$ cat src/rtl/lcd4_pkg.sv
package lcd4_pkg;
  typedef enum logic [1:0] {
    ST_BOOT = 2'd0,
    ST_IDLE = 2'd1,
    ST_SEND = 2'd2
  } seq_state_t;

  localparam int BOOT_NIBBLES = 5;
  localparam int BYTE_NIBBLES = 2;
  localparam int PHASES_PER_NIBBLE = 3;

  // start-up program: mode switch nibble, then 0x28, then 0x0F
  function automatic logic [3:0] boot_nibble(input logic [2:0] idx);
    logic [3:0] n;
    case (idx)
      3'd0:    n = 4'h2;
      3'd1:    n = 4'h2;
      3'd2:    n = 4'h8;
      3'd3:    n = 4'h0;
      3'd4:    n = 4'hF;
      default: n = 4'h0;
    endcase
    return n;
  endfunction
endpackage

$ cat src/rtl/lcd_phase_timer.sv
module lcd_phase_timer #(
  parameter int CYCLES = 4
) (
  input  logic clk,
  input  logic rst_n,
  input  logic run,
  input  logic restart,
  output logic last
);
  localparam int CW = (CYCLES > 1) ? $clog2(CYCLES) : 1;
  localparam logic [CW-1:0] LAST_VAL = CW'(CYCLES - 1);

  logic [CW-1:0] cnt_q, cnt_d;

  assign last = run && (cnt_q == LAST_VAL);

  always_comb begin
    cnt_d = cnt_q;
    if (restart)   cnt_d = '0;
    else if (last) cnt_d = '0;
    else if (run)  cnt_d = cnt_q + 1'b1;
  end

  always_ff @(posedge clk or negedge rst_n) begin
    if (!rst_n) cnt_q <= '0;
    else        cnt_q <= cnt_d;
  end


  cnt_in_range_chk: assert property (@(posedge clk) disable iff (!rst_n)
    last |=> (cnt_q == '0));
endmodule

$ cat src/rtl/lcd_step_counter.sv
module lcd_step_counter (
  input  logic       clk,
  input  logic       rst_n,
  input  logic       restart,
  input  logic       tick,
  input  logic [2:0] nib_count,
  output logic [1:0] phase,
  output logic [2:0] nib_idx,
  output logic       done
);
  logic [1:0] phase_q, phase_d;
  logic [2:0] nib_q, nib_d;
  logic       last_phase, last_nib;

  assign last_phase = (phase_q == 2'd2);
  assign last_nib   = (nib_q == nib_count - 3'd1);
  assign done       = tick && last_phase && last_nib;
  assign phase      = phase_q;
  assign nib_idx    = nib_q;

  always_comb begin
    phase_d = phase_q;
    nib_d   = nib_q;
    if (restart) begin
      phase_d = 2'd0;
      nib_d   = 3'd0;
    end else if (tick) begin
      if (last_phase) begin
        phase_d = 2'd0;
        nib_d   = last_nib ? 3'd0 : nib_q + 3'd1;
      end else begin
        phase_d = phase_q + 2'd1;
      end
    end
  end

  always_ff @(posedge clk or negedge rst_n) begin
    if (!rst_n) begin
      phase_q <= 2'd0;
      nib_q   <= 3'd0;
    end else begin
      phase_q <= phase_d;
      nib_q   <= nib_d;
    end
  end


  phase_order_chk: assert property (@(posedge clk) disable iff (!rst_n)
    (tick && phase_q != 2'd2) |=> (phase_q == $past(phase_q) + 2'd1));
endmodule

$ cat src/rtl/lcd_nibble_writer.sv
module lcd_nibble_writer #(
  parameter int PHASE_CYCLES = 4
) (
  input  logic       clk,
  input  logic       rst_n,
  input  logic       in_valid,
  output logic       in_ready,
  input  logic [7:0] in_byte,
  input  logic       in_is_data,
  output logic [7:0] lcd_out
);
  import lcd4_pkg::*;

  logic       rst_s1_q, rst_s2_q, rst_i;
  seq_state_t state_q, state_d;
  logic [7:0] byte_q;
  logic       rs_q;
  logic       accept, run, tick, done;
  logic [1:0] phase;
  logic [2:0] nib_idx, nib_count;
  logic [3:0] nibble;
  logic       rs_cur;

  // reset released synchronously
  always_ff @(posedge clk or negedge rst_n) begin
    if (!rst_n) begin
      rst_s1_q <= 1'b0;
      rst_s2_q <= 1'b0;
    end else begin
      rst_s1_q <= 1'b1;
      rst_s2_q <= rst_s1_q;
    end
  end
  assign rst_i = rst_s2_q;

  assign in_ready  = (state_q == ST_IDLE);
  assign accept    = in_valid && in_ready;
  assign run       = (state_q != ST_IDLE);
  assign nib_count = (state_q == ST_BOOT) ? 3'(BOOT_NIBBLES) : 3'(BYTE_NIBBLES);

  lcd_phase_timer #(.CYCLES(PHASE_CYCLES)) u_timer (
    .clk(clk), .rst_n(rst_i), .run(run), .restart(accept), .last(tick)
  );

  lcd_step_counter u_steps (
    .clk(clk), .rst_n(rst_i), .restart(accept), .tick(tick),
    .nib_count(nib_count), .phase(phase), .nib_idx(nib_idx), .done(done)
  );

  always_comb begin
    state_d = state_q;
    case (state_q)
      ST_BOOT: if (done)   state_d = ST_IDLE;
      ST_IDLE: if (accept) state_d = ST_SEND;
      ST_SEND: if (done)   state_d = ST_IDLE;
      default:             state_d = ST_IDLE;
    endcase
  end

  always_ff @(posedge clk or negedge rst_i) begin
    if (!rst_i) state_q <= ST_BOOT;
    else        state_q <= state_d;
  end

  always_ff @(posedge clk or negedge rst_i) begin
    if (!rst_i) begin
      byte_q <= 8'h00;
      rs_q   <= 1'b0;
    end else if (accept) begin
      byte_q <= in_byte;
      rs_q   <= in_is_data;
    end
  end

  always_comb begin
    if (state_q == ST_BOOT) begin
      nibble = boot_nibble(nib_idx);
      rs_cur = 1'b0;
    end else begin
      nibble = (nib_idx == 3'd0) ? byte_q[7:4] : byte_q[3:0];
      rs_cur = rs_q;
    end
  end

  assign lcd_out = (state_q == ST_IDLE) ? 8'h00
                 : {(phase == 2'd1), rs_cur, 2'b00, nibble};


  strobe_setup_chk: assert property (@(posedge clk) disable iff (!rst_i)
    $rose(lcd_out[7]) |-> (lcd_out[6:0] == $past(lcd_out[6:0])));

  strobe_hold_chk: assert property (@(posedge clk) disable iff (!rst_i)
    $fell(lcd_out[7]) |-> (lcd_out[6:0] == $past(lcd_out[6:0])));

  upper_first_chk: assert property (@(posedge clk) disable iff (!rst_i)
    accept |=> (lcd_out[3:0] == $past(in_byte[7:4]) && lcd_out[6] == $past(in_is_data)
                && !lcd_out[7]));

  ready_drop_chk: assert property (@(posedge clk) disable iff (!rst_i)
    accept |=> !in_ready);
endmodule

$ cat config.mk
export PLATFORM = sky130hd
export DESIGN_NAME = lcd_nibble_writer
export DESIGN_NICKNAME = d
export VERILOG_FILES = /design/src/rtl/lcd4_pkg.sv /design/src/rtl/lcd_phase_timer.sv /design/src/rtl/lcd_step_counter.sv /design/src/rtl/lcd_nibble_writer.sv
export SDC_FILE = /design/constraint.sdc
export NUM_CORES = 1
export LEC_CHECK = 0
export BUFFER_PORTS_ARGS = -buffer_cell sky130_fd_sc_hd__buf_2
export CAP_MARGIN = 20
export CORE_MARGIN = 2
export CORE_UTILIZATION = 50
export CTS_BUF_LIST = sky130_fd_sc_hd__clkbuf_16
export CTS_CLUSTER_SIZE = 25
export DETAILED_ROUTE_END_ITERATION = 10
export PLACE_DENSITY = 0.73
export REMOVE_ABC_BUFFERS = 1
export SLEW_MARGIN = 10
export SYNTH_ARGS = -nofsm -noshare
export SYNTH_HDL_FRONTEND = slang
export SYNTH_SLANG_ARGS = --single-unit
$ cat constraint.sdc
create_clock -name clk -period 4.7 [get_ports clk]
set_input_delay 0.94 -clock clk [delete_from_list [all_inputs] [get_ports clk]]
set_output_delay 0.94 -clock clk [all_outputs]
set_load 0.1 [all_outputs]
# Word-level counts from Yosys, hierarchy flattened

Cells that the tools add are included.

Flip-flop bits (word level): 20
Input port bits: 12
Output and inout bits: 9
Logic and storage cells: 56

$add $sub $neg: 4
Eq/ne operators: 12
Muxes and demuxes: 19
Reduce and logical (&&, ||, !) cells: 13

Operator list:

| kind                  | number |
|---|---|
| $mux W2               | 8 |
| $mux W3               | 5 |
| $pmux W4 S3           | 1 |
| $mux W4               | 2 |
| $mux W8               | 1 |
| $eq A2 B2 Y1 const B  | 3 |
| $ne A2 B1 Y1 const B  | 3 |
| $add A2 B1 Y2 const B | 2 |
| $eq A2 B1 Y1 const B  | 2 |
| $logic_and A1 B1 Y1   | 4 |
| $pmux W2 S2           | 1 |
| $reduce_and A2 Y1     | 2 |
| $reduce_bool A2 Y1    | 2 |
| $reduce_or A2 Y1      | 2 |
| $add A3 B1 Y3 const B | 1 |
| $eq A3 B1 Y1 const B  | 1 |
| $eq A3 B2 Y1 const B  | 1 |
| $eq A3 B3 Y1          | 1 |
| $eq A3 B3 Y1 const B  | 1 |
| $logic_not A3 Y1      | 1 |
| $reduce_bool A3 Y1    | 1 |
| $sub A3 B1 Y3 const B | 1 |
| $logic_not A2 Y1      | 1 |
| $mux W1               | 1 |

# Depth between registers and ports, before layout

Gate-level depths: netlist of the first run.

Depth after elaboration: 8
Mapped depth: 6
Mapped depth without buffers: 6

# By module

From an unflattened synthesis of the first run, not the netlist that was laid out.

Cell total of the unflattened synthesis: 96
Area, all modules: 1121.1 sq um

By module, submodules not included:

| module            | instances | cells each | area each (sq um) | seq. area each (sq um) |
|---|---|---|---|---|
| lcd_nibble_writer | 1         | 55         | 665.6             | 325.3 |
| lcd_step_counter  | 1         | 32         | 342.8             | 125.1 |
| lcd_phase_timer   | 1         | 9          | 112.6             | 50.0 |

# Least setup slack after synthesis of the first run

Ideal clock, no wire load.

Path type: flip-flop to output port
From: register u_steps.nib_q[1] (netlist: u_steps.nib_idx[1])
To: output lcd_out[3]
Arrival: 2.947 ns
Data required time: 3.760 ns
Slack: 0.813 ns
Cell stages (with the launch flop): 5
Path buffers: 0
Cell sequence: dfrtp_1 inv_1 ha_1 mux2i_1 o21ai_0

Cells in the longest elaborated chain, start to end: 5
Elaborated cells on any way between the ends: 9
Classes of those cells: eq/ne (3); mux (4); reduce/logical (2)

RTL lines:

| what                                                    | line                                    | RTL |
|---|---|---|
| start: declaration                                      | lcd_step_counter.sv:12                  | `logic [2:0] nib_q, nib_d;` |
| start signal: assignment                                | lcd_step_counter.sv:43                  | `nib_q <= nib_d;` |
| $eq A3 B1 Y1 / $logic_not A3 Y1 (equally long branches) | lcd4_pkg.sv:15, lcd_nibble_writer.sv:80 |  |
| $reduce_or A2 Y1 (no source line)                       | n/a                                     |  |
| $pmux W4 S3                                             | lcd4_pkg.sv:15                          | `case (idx)` |
| $mux W4 (*)                                             | lcd_nibble_writer.sv:76                 | `if (state_q == ST_BOOT) begin` |
| $mux W8 (*)                                             | lcd_nibble_writer.sv:85                 | `assign lcd_out = (state_q == ST_IDLE) ? 8'h00` |
| end: declaration                                        | lcd_nibble_writer.sv:10                 | `output logic [7:0] lcd_out` |

Mark *: on every way between the ends. The rest lies on a longest branch, timed or not.

# Worst setup path after layout of the first run

From: register u_steps.nib_q[0] (netlist: u_steps.nib_idx[0])
To: output lcd_out[1]

Same word-level chain as after synthesis.

==> results by group, run 1 <==
STA
  • Final clock skew: 0.00255 ns
  • Final worst-path cycle share: 66.6%
  • RSZ-0062 raised after global routing: false
  • Final setup violation count: 0
  • Final WS setup: 1.57 ns
  • Setup TNS: 0 ns
  • Fin Hold WS: 0.304 ns
  • Slew Limit Fails: 0
  • Rel. slew slack: 51.4%
  • Actual slew at the worst max-slew pin: 0.729 ns
  • Final Hold Fails: 0
  • Max frequency: 0.319 GHz
  • Period minus WS final: 3.13 ns

CTS
  • Resized cells post-CTS: 0
  • # H-tree levels: 1
  • Hold_buf cts: 0
  • Root buffer cell: clkbuf_16
  • CTS tree: built
  • Worst-Skew Late Latency: 0.25 ns
  • Clock Tree Buf Depth: 2
  • TritonCTS buffer count: 3
  • Post-CTS Setup Inserts: 0
  • Clock Pin Slew Worst Setup and Hold Paths: 0.06 ns
  • Clock sink count: 20

Synthesis
  • Top-count cell post-synth: dfrtp_1
  • Top cells by area, synth: dfrtp_1, mux2_2, ha_1
  • Register area share after synthesis: 45.8%
  • Post-Syn Area: 1090 µm²
  • Post-synth EDFFs: 0
  • #FFs+latches synth: 20
  • Mapped Cells: 100
  • Post-synth top cells: dfrtp_1, nand2_1, mux2_2, o21ai_0
  • Ys Warns: 0
  • Ys flop type: dfrtp_1
  • Cell taking the most area after synthesis: dfrtp_1
  • Async S/R FF share, synth: 100%
  • Avg Inst Size Synth: 10.9 µm²
  • Unique masters post-synth: 35
  • Top cell type's share of synthesized area: 45.8%

Detailed routing
  • WL per Instance: 13.6 µm
  • DRT Wirelength: 1970 µm
  • DRC viols: 0
  • Mean number of vias per cell: 5.20
  • Via count: 754
  • Remaining antenna violation count: 0
  • DR iter-0 viols: 7
  • DRT Pass-1 Iters: 3

Floorplanning
  • Die Width: 50.7 µm
  • Initial Utilization: 54.6%
  • Core ar.: 2000 µm²
  • Std cell rows: 16
  • # IOs: 21
  • Die ar.: 2570 µm²
  • Die H: 50.7 µm

Worst setup path
  • Crit. End Element: output pin
  • CP required: 3.76 ns
  • CP Data Arrival Time: 2.19 ns
  • Worst-path fanout max: 7
  • Startpoint Class: flip-flop
  • Setup Crit Path Kind: reg -> out

Global route
  • Antenna violations before repair: 0
  • Global-route wire length before repair: 3460 µm
  • Gr ovfl total: 0
  • Largest net degree at the start of global routing: 19
  • Number of global-route vias before repair: 738
  • Gr usage total: 18.2%

Finish
  • Final Non-Filler Cells: 145
  • Design area: 1290 µm²
  • Final nets: 136
  • Post-layout util: 64.3%
  • Filler cells: 170
  • P&R area growth vs syn: 17.8%
  • Share of cells above drive strength 1: 32.2%
  • ANT cells: 0

Run
  • Max Cap Viol: 0

Placed design
  • Placed instance count: 141
  • Final Wtd Congestion: 0.826
  • Port bufs: 18
  • HPWL Detailed: 1460 µm
  • Placed cell areas: 1180 µm²
  • Setup slack at placement: 1.87 ns

Worst hold path
  • Worst Hold Class: reg -> async

Power
  • Static Leak: 0.675 nW
  • PD cells: 327 nW/µm²
  • Design Power: 421 µW
  • VDD IR max: 421 µV

Run status
  • Outcome: finished clean
## worst max-delay path: stages (launching register included)
cell     delay, ns
dfrtp_1       0.43
inv_1         0.14
ha_1          0.27
nor2b_2       0.26
mux2_2        0.36
nand2_1       0.07
o21ai_0       0.10
buf_2         0.31
## kinds of logic after synthesis
logic type,Yosys count,share of synthesized area [%]
fa+ha+maj,5,5.73
flops,20,45.8
compound gates,20,11.9
mux,13,14.2
simple gates,29,15.8
buf+inv,11,5.84
other cells,2,0.688
## state kept, by name (all words and copies together) (netlist names)
| register | flops |
|---|---|
| rs_q | 1 |
| u_steps.nib_idx | 3 |
| u_timer.cnt_q | 2 |
| rst_s1_q | 1 |
| u_steps.phase | 2 |
| byte_q | 8 |
| rst_i | 1 |
| state_q | 2 |
## final timing paths
path / start / endpoint / slack, ns / cells past startpoint
worst max-delay path: u_steps.nib_idx[0]$_DFFE_PN0P_ / lcd_out[1] / 1.57 / 7
worst min-delay path: rst_i$_DFF_PN0_ / rs_q$_DFFE_PN0P_ / 0.30 / 0
worst max register to register: state_q[1]$_DFFE_PN0P_ / rs_q$_DFFE_PN0P_ / 3.17 / 4
worst min register to register: rst_i$_DFF_PN0_ / rs_q$_DFFE_PN0P_ / 0.30 / 0
max in group asynchronous: rst_i$_DFF_PN0_ / u_steps.nib_idx[2]$_DFFE_PN0P_ / 3.94 / 0
min in group clk: rst_s1_q$_DFF_PN0_ / rst_i$_DFF_PN0_ / 0.36 / 0
## cells in the final DEF, fill, tap and decap left out
master     count
inv_4          1
or2_1          1
nand4b_1       1
conb_1         3
o21a_1         1
a21boi_1       2
a21oi_1        2
nor3_2         1
buf_2         18
o21ai_0        7
nand3_1        2
and4b_1        1
nand2_1       10
ha_1           5
nor2b_1        1
nor2_1         2
inv_1          5
mux2i_1        2
dfrtp_1       20
nor3_1         1
nand2b_1       2
mux2_4         3
bufinv_16      1
nand2_4        1
o211ai_1       2
nand3b_1       2
a22oi_1        2
nor2b_2        1
o31ai_1        2
nor4b_1        1
and2_1         1
mux2_2         8
o2bb2ai_1      2
clkbuf_16      3
nand2b_2       1
## where the power goes
part           total (mW)  switching [mW]  internal [mW]
clock               0.232          0.0636          0.169
sequential          0.176         0.00305          0.173
combinational      0.0123         0.00876        0.00356
## routing by layer
layer / track usage, % / up-vias / wire [µm]
met4: 2.70 / 0 / 15
met5: 0 / - / 0
met1: 23.2 / 356 / 943
li1: - / 383 / -
met2: 31.1 / 13 / 941
met3: 5.36 / 2 / 72
## layout make-up
class	count	area, µm²	area share [%]
clock buffer	3	75.1	5.84
tap	27	33.8	2.63
clock inverter	1	30.0	2.33
inverter	6	25.0	1.95
sequential	20	500	38.9
multi-input combinational	70	532	41.3
timing repair buffer	18	90.1	7.00
No activity file was read; power rests on OpenSTA's default activity.
==> run 2: changes to the inputs <==
--- a/config.mk
+++ b/config.mk
@@ -5,6 +5,7 @@
 export SDC_FILE = /design/constraint.sdc
 export NUM_CORES = 1
 export LEC_CHECK = 0
+export ABC_AREA = 1
 export BUFFER_PORTS_ARGS = -buffer_cell sky130_fd_sc_hd__buf_2
 export CAP_MARGIN = 20
 export CORE_MARGIN = 2
==> constraint.sdc (replaced) <==
create_clock -name clk -period 2.9 [get_ports clk]
set_input_delay 0.58 -clock clk [delete_from_list [all_inputs] [get_ports clk]]
set_output_delay 0.58 -clock clk [all_outputs]
set_load 0.1 [all_outputs]
==> results by group, run 2 <==
STA
  • Actual slew at the worst max-slew pin: 0.705 ns (was 0.729 ns)
  • Rel. slew slack: 53.0% (was 51.4%)
  • Fin Hold WS: 0.108 ns (was 0.304 ns)
  • Final worst-path cycle share: 86.2%
  • Period minus WS final: 2.50 ns
  • Slew Limit Fails: 0 (unchanged)
  • RSZ-0062 raised after global routing: false (unchanged)
  • Final setup violation count: 0 (unchanged)
  • Final clock skew: 0.000876 ns (was 0.00255 ns)
  • Final Hold Fails: 0 (unchanged)
  • Max frequency: 0.400 GHz

Synthesis
  • Top-count cell post-synth: nand2_1 (was dfrtp_1)
  • Cell taking the most area after synthesis: dfrtp_1 (unchanged)
  • Post-synth EDFFs: 0 (unchanged)
  • Top cell type's share of synthesized area: 44.6% (was 45.8%)
  • Unique masters post-synth: 30 (was 35)
  • Post-synth top cells: nand2_1, dfrtp_1, inv_1, a21oi_1, nand2_2 (was dfrtp_1, nand2_1, mux2_2, o21ai_0)
  • Async S/R FF share, synth: 100% (unchanged)
  • Top cells by area, synth: dfrtp_1, nand2_1, ha_1 (was dfrtp_1, mux2_2, ha_1)
  • Register area share after synthesis: 44.6% (was 45.8%)
  • #FFs+latches synth: 20 (unchanged)
  • Ys Warns: 0 (unchanged)
  • Ys flop type: dfrtp_1 (unchanged)
  • Post-Syn Area: 1120 µm² (was 1090 µm²)
  • Mapped Cells: 124 (was 100)
  • Avg Inst Size Synth: 9.04 µm² (was 10.9 µm²)

Worst setup path
  • CP peak stage delay: 0.43 ns (about the same)
  • CP required: 2.32 ns (was 3.76 ns)
  • Setup Crit Path Kind: reg -> out (unchanged)
  • Worst-path fanout max: 6 (was 7)
  • RR Endpoint: u_steps.nib_idx[0]$_DFFE_PN0P_ (was rs_q$_DFFE_PN0P_)
  • Reg2Reg Depth: 5 (was 4)
  • CP Cell Sequence: inv_1 > ha_1 > nand2_1 > o21ai_0 > a21oi_1 > a21oi_1 > buf_2 (was inv_1 > ha_1 > nor2b_2 > mux2_2 > nand2_1 > o21ai_0 > buf_2)
  • Most Frequent Cell on Critical Path: a21oi_1
  • CP Data Arrival Time: 1.92 ns (was 2.19 ns)
  • Critical Path Slowest Stage Cell: buf_2 (was dfrtp_1)
  • R2r setup slk: 1.65 ns (was 3.17 ns)
  • Worst reg2reg startpoint: state_q[0]$_DFFE_PN0P_ (was state_q[1]$_DFFE_PN0P_)
  • Crit. End Element: output pin (unchanged)
  • Startpoint Class: flip-flop (unchanged)

Global route
  • Gr ovfl total: 0 (unchanged)
  • Antenna violations before repair: 0 (unchanged)
  • Largest net degree at the start of global routing: 19 (unchanged)
  • Gr usage total: 18.9% (was 18.2%)
  • Global-route wire length before repair: 3600 µm (was 3460 µm)
  • Number of global-route vias before repair: 845 (was 738)

Finish
  • P&R area growth vs syn: 14.4% (was 17.8%)
  • Filler cells: 202 (was 170)
  • Final nets: 161 (was 136)
  • Number of flip-flops under the largest register name: 8 (unchanged)
  • ANT cells: 0 (unchanged)
  • Share of cells above drive strength 1: 28.7% (was 32.2%)
  • Design area: 1280 µm² (was 1290 µm²)
  • Most frequent cells in the layout: nand2_1, dfrtp_1, buf_2 (was dfrtp_1, buf_2, nand2_1)
  • Commonest non-fill, non-tap cell in the layout: nand2_1 (was dfrtp_1)
  • Largest reg by FF count: byte_q (unchanged)

Detailed routing
  • Mean number of vias per cell: 5.05 (was 5.20)
  • DRC viols: 0 (unchanged)
  • WL per Instance: 12.0 µm (was 13.6 µm)
  • Remaining antenna violation count: 0 (unchanged)
  • DR iter-0 viols: 14 (was 7)
  • DRT Wirelength: 2050 µm (was 1970 µm)
  • DRT Pass-1 Iters: 4 (was 3)
  • Via count: 864 (was 754)

Floorplanning
  • Std cell rows: 17 (was 16)
  • Core ar.: 2170 µm² (was 2000 µm²)
  • Initial Utilization: 51.7% (was 54.6%)
  • Die Width: 51.4 µm (was 50.7 µm)
  • Die ar.: 2640 µm² (was 2570 µm²)
  • Die H: 51.4 µm (was 50.7 µm)
  • # IOs: 21 (unchanged)

CTS
  • TritonCTS buffer count: 3 (unchanged)
  • CTS tree: built (unchanged)
  • Clock Tree Buf Depth: 2 (unchanged)
  • Worst-Skew Late Latency: 0.25 ns (about the same)
  • # H-tree levels: 1 (unchanged)
  • Clock sink count: 20 (unchanged)
  • Resized cells post-CTS: 0 (unchanged)
  • Root buffer cell: clkbuf_16 (unchanged)
  • Clock Pin Slew Worst Setup and Hold Paths: 0.05 ns (was 0.06 ns)
  • Post-CTS Setup Inserts: 0 (unchanged)
  • Hold_buf cts: 0 (unchanged)

Placed design
  • Placed cell areas: 1200 µm² (was 1180 µm²)
  • Port bufs: 18 (unchanged)
  • Final Wtd Congestion: 0.824 (was 0.826)
  • HPWL Detailed: 1530 µm (was 1460 µm)

Worst hold path
  • Worst Hold Class: in -> async (was reg -> async)

Run
  • Max Cap Viol: 0 (unchanged)

Run status
  • Outcome: finished clean (unchanged)
run 2: worst max path at each step:
stage / cells after the start / end / from / slack (ns)
6_report: 7 / lcd_out[3] / u_steps.nib_idx[0]$_DFFE_PN0P_ / 0.40
5_1_grt: 7 / lcd_out[1] / u_steps.nib_idx[0]$_DFFE_PN0P_ / 0.22
4_1_cts: 7 / lcd_out[3] / u_steps.nib_idx[0]$_DFFE_PN0P_ / 0.39
3_5_place_dp: 7 / lcd_out[3] / u_steps.nib_idx[0]$_DFFE_PN0P_ / 0.68
3_3_place_gp: 7 / lcd_out[3] / u_steps.nib_idx[0]$_DFFE_PN0P_ / 0.71
2_1_floorplan: 3 / lcd_out[6] / state_q[0]$_DFFE_PN0P_ / -0.44
run 2: logic make-up after synthesis:
logic type / synth area share (%)
AO/OA/AOI/OAI: 10.4
XOR/XNOR: 0.781
adder cells (fa/ha/maj): 5.58
buffers and inverters: 9.37
flip-flops: 44.6
other: 0.670
AND/OR/NAND/NOR: 28.6
run 2: final cells by class:
| class | count | area [µm²] | share of cell area, % |
|---|---|---|---|
| timing repair buffer | 18 | 90.1 | 7.02 |
| clock buffer | 3 | 75.1 | 5.85 |
| inverter | 13 | 58.8 | 4.59 |
| multi-input combinational | 88 | 519 | 40.5 |
| clock inverter | 1 | 3.75 | 0.293 |
| sequential | 20 | 500 | 39.0 |
| tap | 28 | 35.0 | 2.73 |
run 2: through the flow:
step	setup slack, ns	std cells	util (%)	setup TNS (ns)
4_1_cts	0.393	171	59.1	0
5_1_grt	0.218	171	59.1	0
6_report	0.399	171	59.1	0
3_5_place_dp	0.680	167	55.5	0
3_3_place_gp	0.708	167	55.5	0
2_1_floorplan	-0.436	121	-	-0.945
run 2: worst max-delay path: cells and delay by family (launching register included):
kind                     cells  cell delay [ns]
adder cells (fa/ha/maj)      1             0.21
AO/OA/AOI/OAI                3             0.33
buffers and inverters        2             0.58
flip-flops                   1             0.41
AND/OR/NAND/NOR              1             0.13
run 2: metal layers:
| layer | up-vias | global-route usage [%] | wire length [µm] |
|---|---|---|---|
| met1 | 404 | 23.1 | 959 |
| met3 | 6 | 2.63 | 71 |
| met4 | 0 | 10.5 | 51 |
| met5 | - | 0 | 0 |
| li1 | 432 | - | - |
| met2 | 22 | 32.0 | 970 |
Power of run 2 is left out: the tool's default activity adds up to more than one toggle a clock period on the data nets, which glitch-free logic cannot reach.
==> run 3: changes to the inputs <==
--- a/config.mk
+++ b/config.mk
@@ -10,9 +10,10 @@
 export CAP_MARGIN = 20
 export CORE_MARGIN = 2
 export CORE_UTILIZATION = 50
-export CTS_BUF_LIST = sky130_fd_sc_hd__clkbuf_16
+export CTS_BUF_LIST = sky130_fd_sc_hd__clkbuf_4 sky130_fd_sc_hd__clkbuf_8
 export CTS_CLUSTER_SIZE = 25
 export DETAILED_ROUTE_END_ITERATION = 10
+export GPL_TIMING_DRIVEN = 0
 export PLACE_DENSITY = 0.73
 export REMOVE_ABC_BUFFERS = 1
 export SLEW_MARGIN = 10
==> results by group, run 3 (same netlist as run 2, synthesis figures left out) <==
Run status
  • Outcome: finished clean (unchanged)

Finish
  • Largest reg by FF count: byte_q (unchanged)
  • Post-layout util: 57.2% (was 59.1%)
  • P&R area growth vs syn: 10.6% (was 14.4%)
  • Commonest non-fill, non-tap cell in the layout: nand2_1 (unchanged)
  • Share of cells above drive strength 1: 29.4% (was 28.7%)
  • Most frequent cells in the layout: nand2_1, dfrtp_1, buf_2 (unchanged)
  • ANT cells: 0 (unchanged)
  • Final nets: 161 (unchanged)
  • Number of flip-flops under the largest register name: 8 (unchanged)

CTS
  • Resized cells post-CTS: 0 (unchanged)
  • Clock Tree Buf Depth: 2 (unchanged)
  • Clock Pin Slew Worst Setup and Hold Paths: 0.12 ns (was 0.05 ns)
  • # H-tree levels: 1 (unchanged)
  • Hold_buf cts: 0 (unchanged)
  • Clock sink count: 20 (unchanged)
  • Worst-Skew Late Latency: 0.29 ns (was 0.25 ns)
  • CTS tree: built (unchanged)
  • TritonCTS buffer count: 3 (unchanged)
  • Post-CTS Setup Inserts: 0 (unchanged)
  • Root buffer cell: clkbuf_4 (was clkbuf_16)

STA
  • Final setup violation count: 0 (unchanged)
  • Max frequency: 0.388 GHz (was 0.400 GHz)
  • RSZ-0062 raised after global routing: false (unchanged)
  • Actual slew at the worst max-slew pin: 0.695 ns (was 0.705 ns)
  • Final worst-path cycle share: 89.0% (was 86.2%)
  • Slew Limit Fails: 0 (unchanged)
  • Final WS setup: 0.320 ns (was 0.399 ns)
  • Rel. slew slack: 53.7% (was 53.0%)
  • Period minus WS final: 2.58 ns (was 2.50 ns)
  • Fin Hold WS: 0.0438 ns (was 0.108 ns)
  • Final clock skew: 0.00682 ns (was 0.000876 ns)
  • Final Hold Fails: 0 (unchanged)

Placed design
  • Port bufs: 18 (unchanged)
  • Final Wtd Congestion: 0.763 (was 0.824)
  • Setup slack at placement: 0.646 ns (was 0.680 ns)
  • HPWL Detailed: 1530 µm (about the same)

Detailed routing
  • DRT Pass-1 Iters: 2 (was 4)
  • Mean number of vias per cell: 4.96 (was 5.05)
  • DR iter-0 viols: 1 (was 14)
  • Remaining antenna violation count: 0 (unchanged)
  • DRT Wirelength: 1950 µm (was 2050 µm)
  • Via count: 849 (was 864)
  • DRC viols: 0 (unchanged)
  • WL per Instance: 11.4 µm (was 12.0 µm)

Worst setup path
  • CP Data Arrival Time: 2.00 ns (was 1.92 ns)
  • Startpoint Class: flip-flop (unchanged)
  • Crit. End Element: output pin (unchanged)
  • Critical Path Slowest Stage Cell: buf_2 (unchanged)
  • CP required: 2.32 ns (about the same)
  • CP peak stage delay: 0.44 ns (was 0.43 ns)
  • Worst-path fanout max: 6 (unchanged)
  • Setup Crit Path Kind: reg -> out (unchanged)
  • CP Cell Sequence: inv_1 > ha_1 > nand2_1 > o21ai_0 > a21oi_1 > a21oi_1 > buf_2 (unchanged)
  • Most Frequent Cell on Critical Path: a21oi_1 (unchanged)

Floorplanning
  • Std cell rows: 17 (unchanged)
  • Core ar.: 2170 µm² (unchanged)
  • Initial Utilization: 51.7% (unchanged)
  • Die H: 51.4 µm (unchanged)
  • Die ar.: 2640 µm² (unchanged)
  • # IOs: 21 (unchanged)
  • Die Width: 51.4 µm (unchanged)

Global route
  • Antenna violations before repair: 0 (unchanged)
  • Number of global-route vias before repair: 814 (was 845)
  • Gr usage total: 17.7% (was 18.9%)
  • Global-route wire length before repair: 3460 µm (was 3600 µm)
  • Largest net degree at the start of global routing: 19 (unchanged)
  • Gr ovfl total: 0 (unchanged)

Worst hold path
  • Worst Hold Class: in -> async (unchanged)

Run
  • Max Cap Viol: 0 (unchanged)
[run 3: cell types whose count changed in the layout (fill, tap and decap cells not counted), sizes merged]
cell,previous run,this run
clkinv,1,0
clkbuf,3,4
[run 3: final timing paths]
check                      depth (start not counted)                            from                        endpoint  slack, ns
setup / recovery                                   7  u_steps.nib_idx[0]$_DFFE_PN0P_                      lcd_out[3]       0.32
hold reg to reg                                    0                 rst_i$_DFF_PN0_          state_q[0]$_DFFE_PN0P_       0.30
min in group clk                                   0              rst_s1_q$_DFF_PN0_                 rst_i$_DFF_PN0_       0.38
setup reg to reg                                   8          state_q[1]$_DFFE_PN0P_  u_steps.nib_idx[2]$_DFFE_PN0P_       1.67
max in group asynchronous                          0                 rst_i$_DFF_PN0_           byte_q[6]$_DFFE_PN0P_       2.16
hold / removal                                     1                           rst_n              rst_s1_q$_DFF_PN0_       0.04
[run 3: critical path, delay by kind of cell, from the launching register on]
kind                     cells  cell delay [ns]
adder cells (fa/ha/maj)      1             0.22
AO/OA/AOI/OAI                3             0.33
AND/OR/NAND/NOR              1             0.14
flip-flops                   1             0.43
buffers and inverters        2             0.58
[run 3: final cells by class]
| type | instances | area, µm² |
|---|---|---|
| fill | 206 | 930 |
| multi-input combinational | 88 | 519 |
| sequential | 20 | 500 |
| timing repair buffer | 18 | 90.1 |
| inverter | 13 | 58.8 |
| clock buffer | 4 | 36.3 |
| tap | 28 | 35.0 |
[run 3: routing by layer]
layer	wire length, µm	up-vias	track usage (%)
li1	-	439	-
met1	904	393	22.3
met2	948	15	30.7
met3	81	2	2.34
met4	16	0	6.58
met5	0	-	0
[run 3: metrics by stage]
stage,std cells,TNS [ns],instance area [µm²]
global placement,167,0,1200
global route,171,0,1240
finish,171,0,1240
floorplan,121,-0.945,1080
detailed placement,167,0,1200
CTS,171,0,1240
Power of run 3 is left out for the same reason.
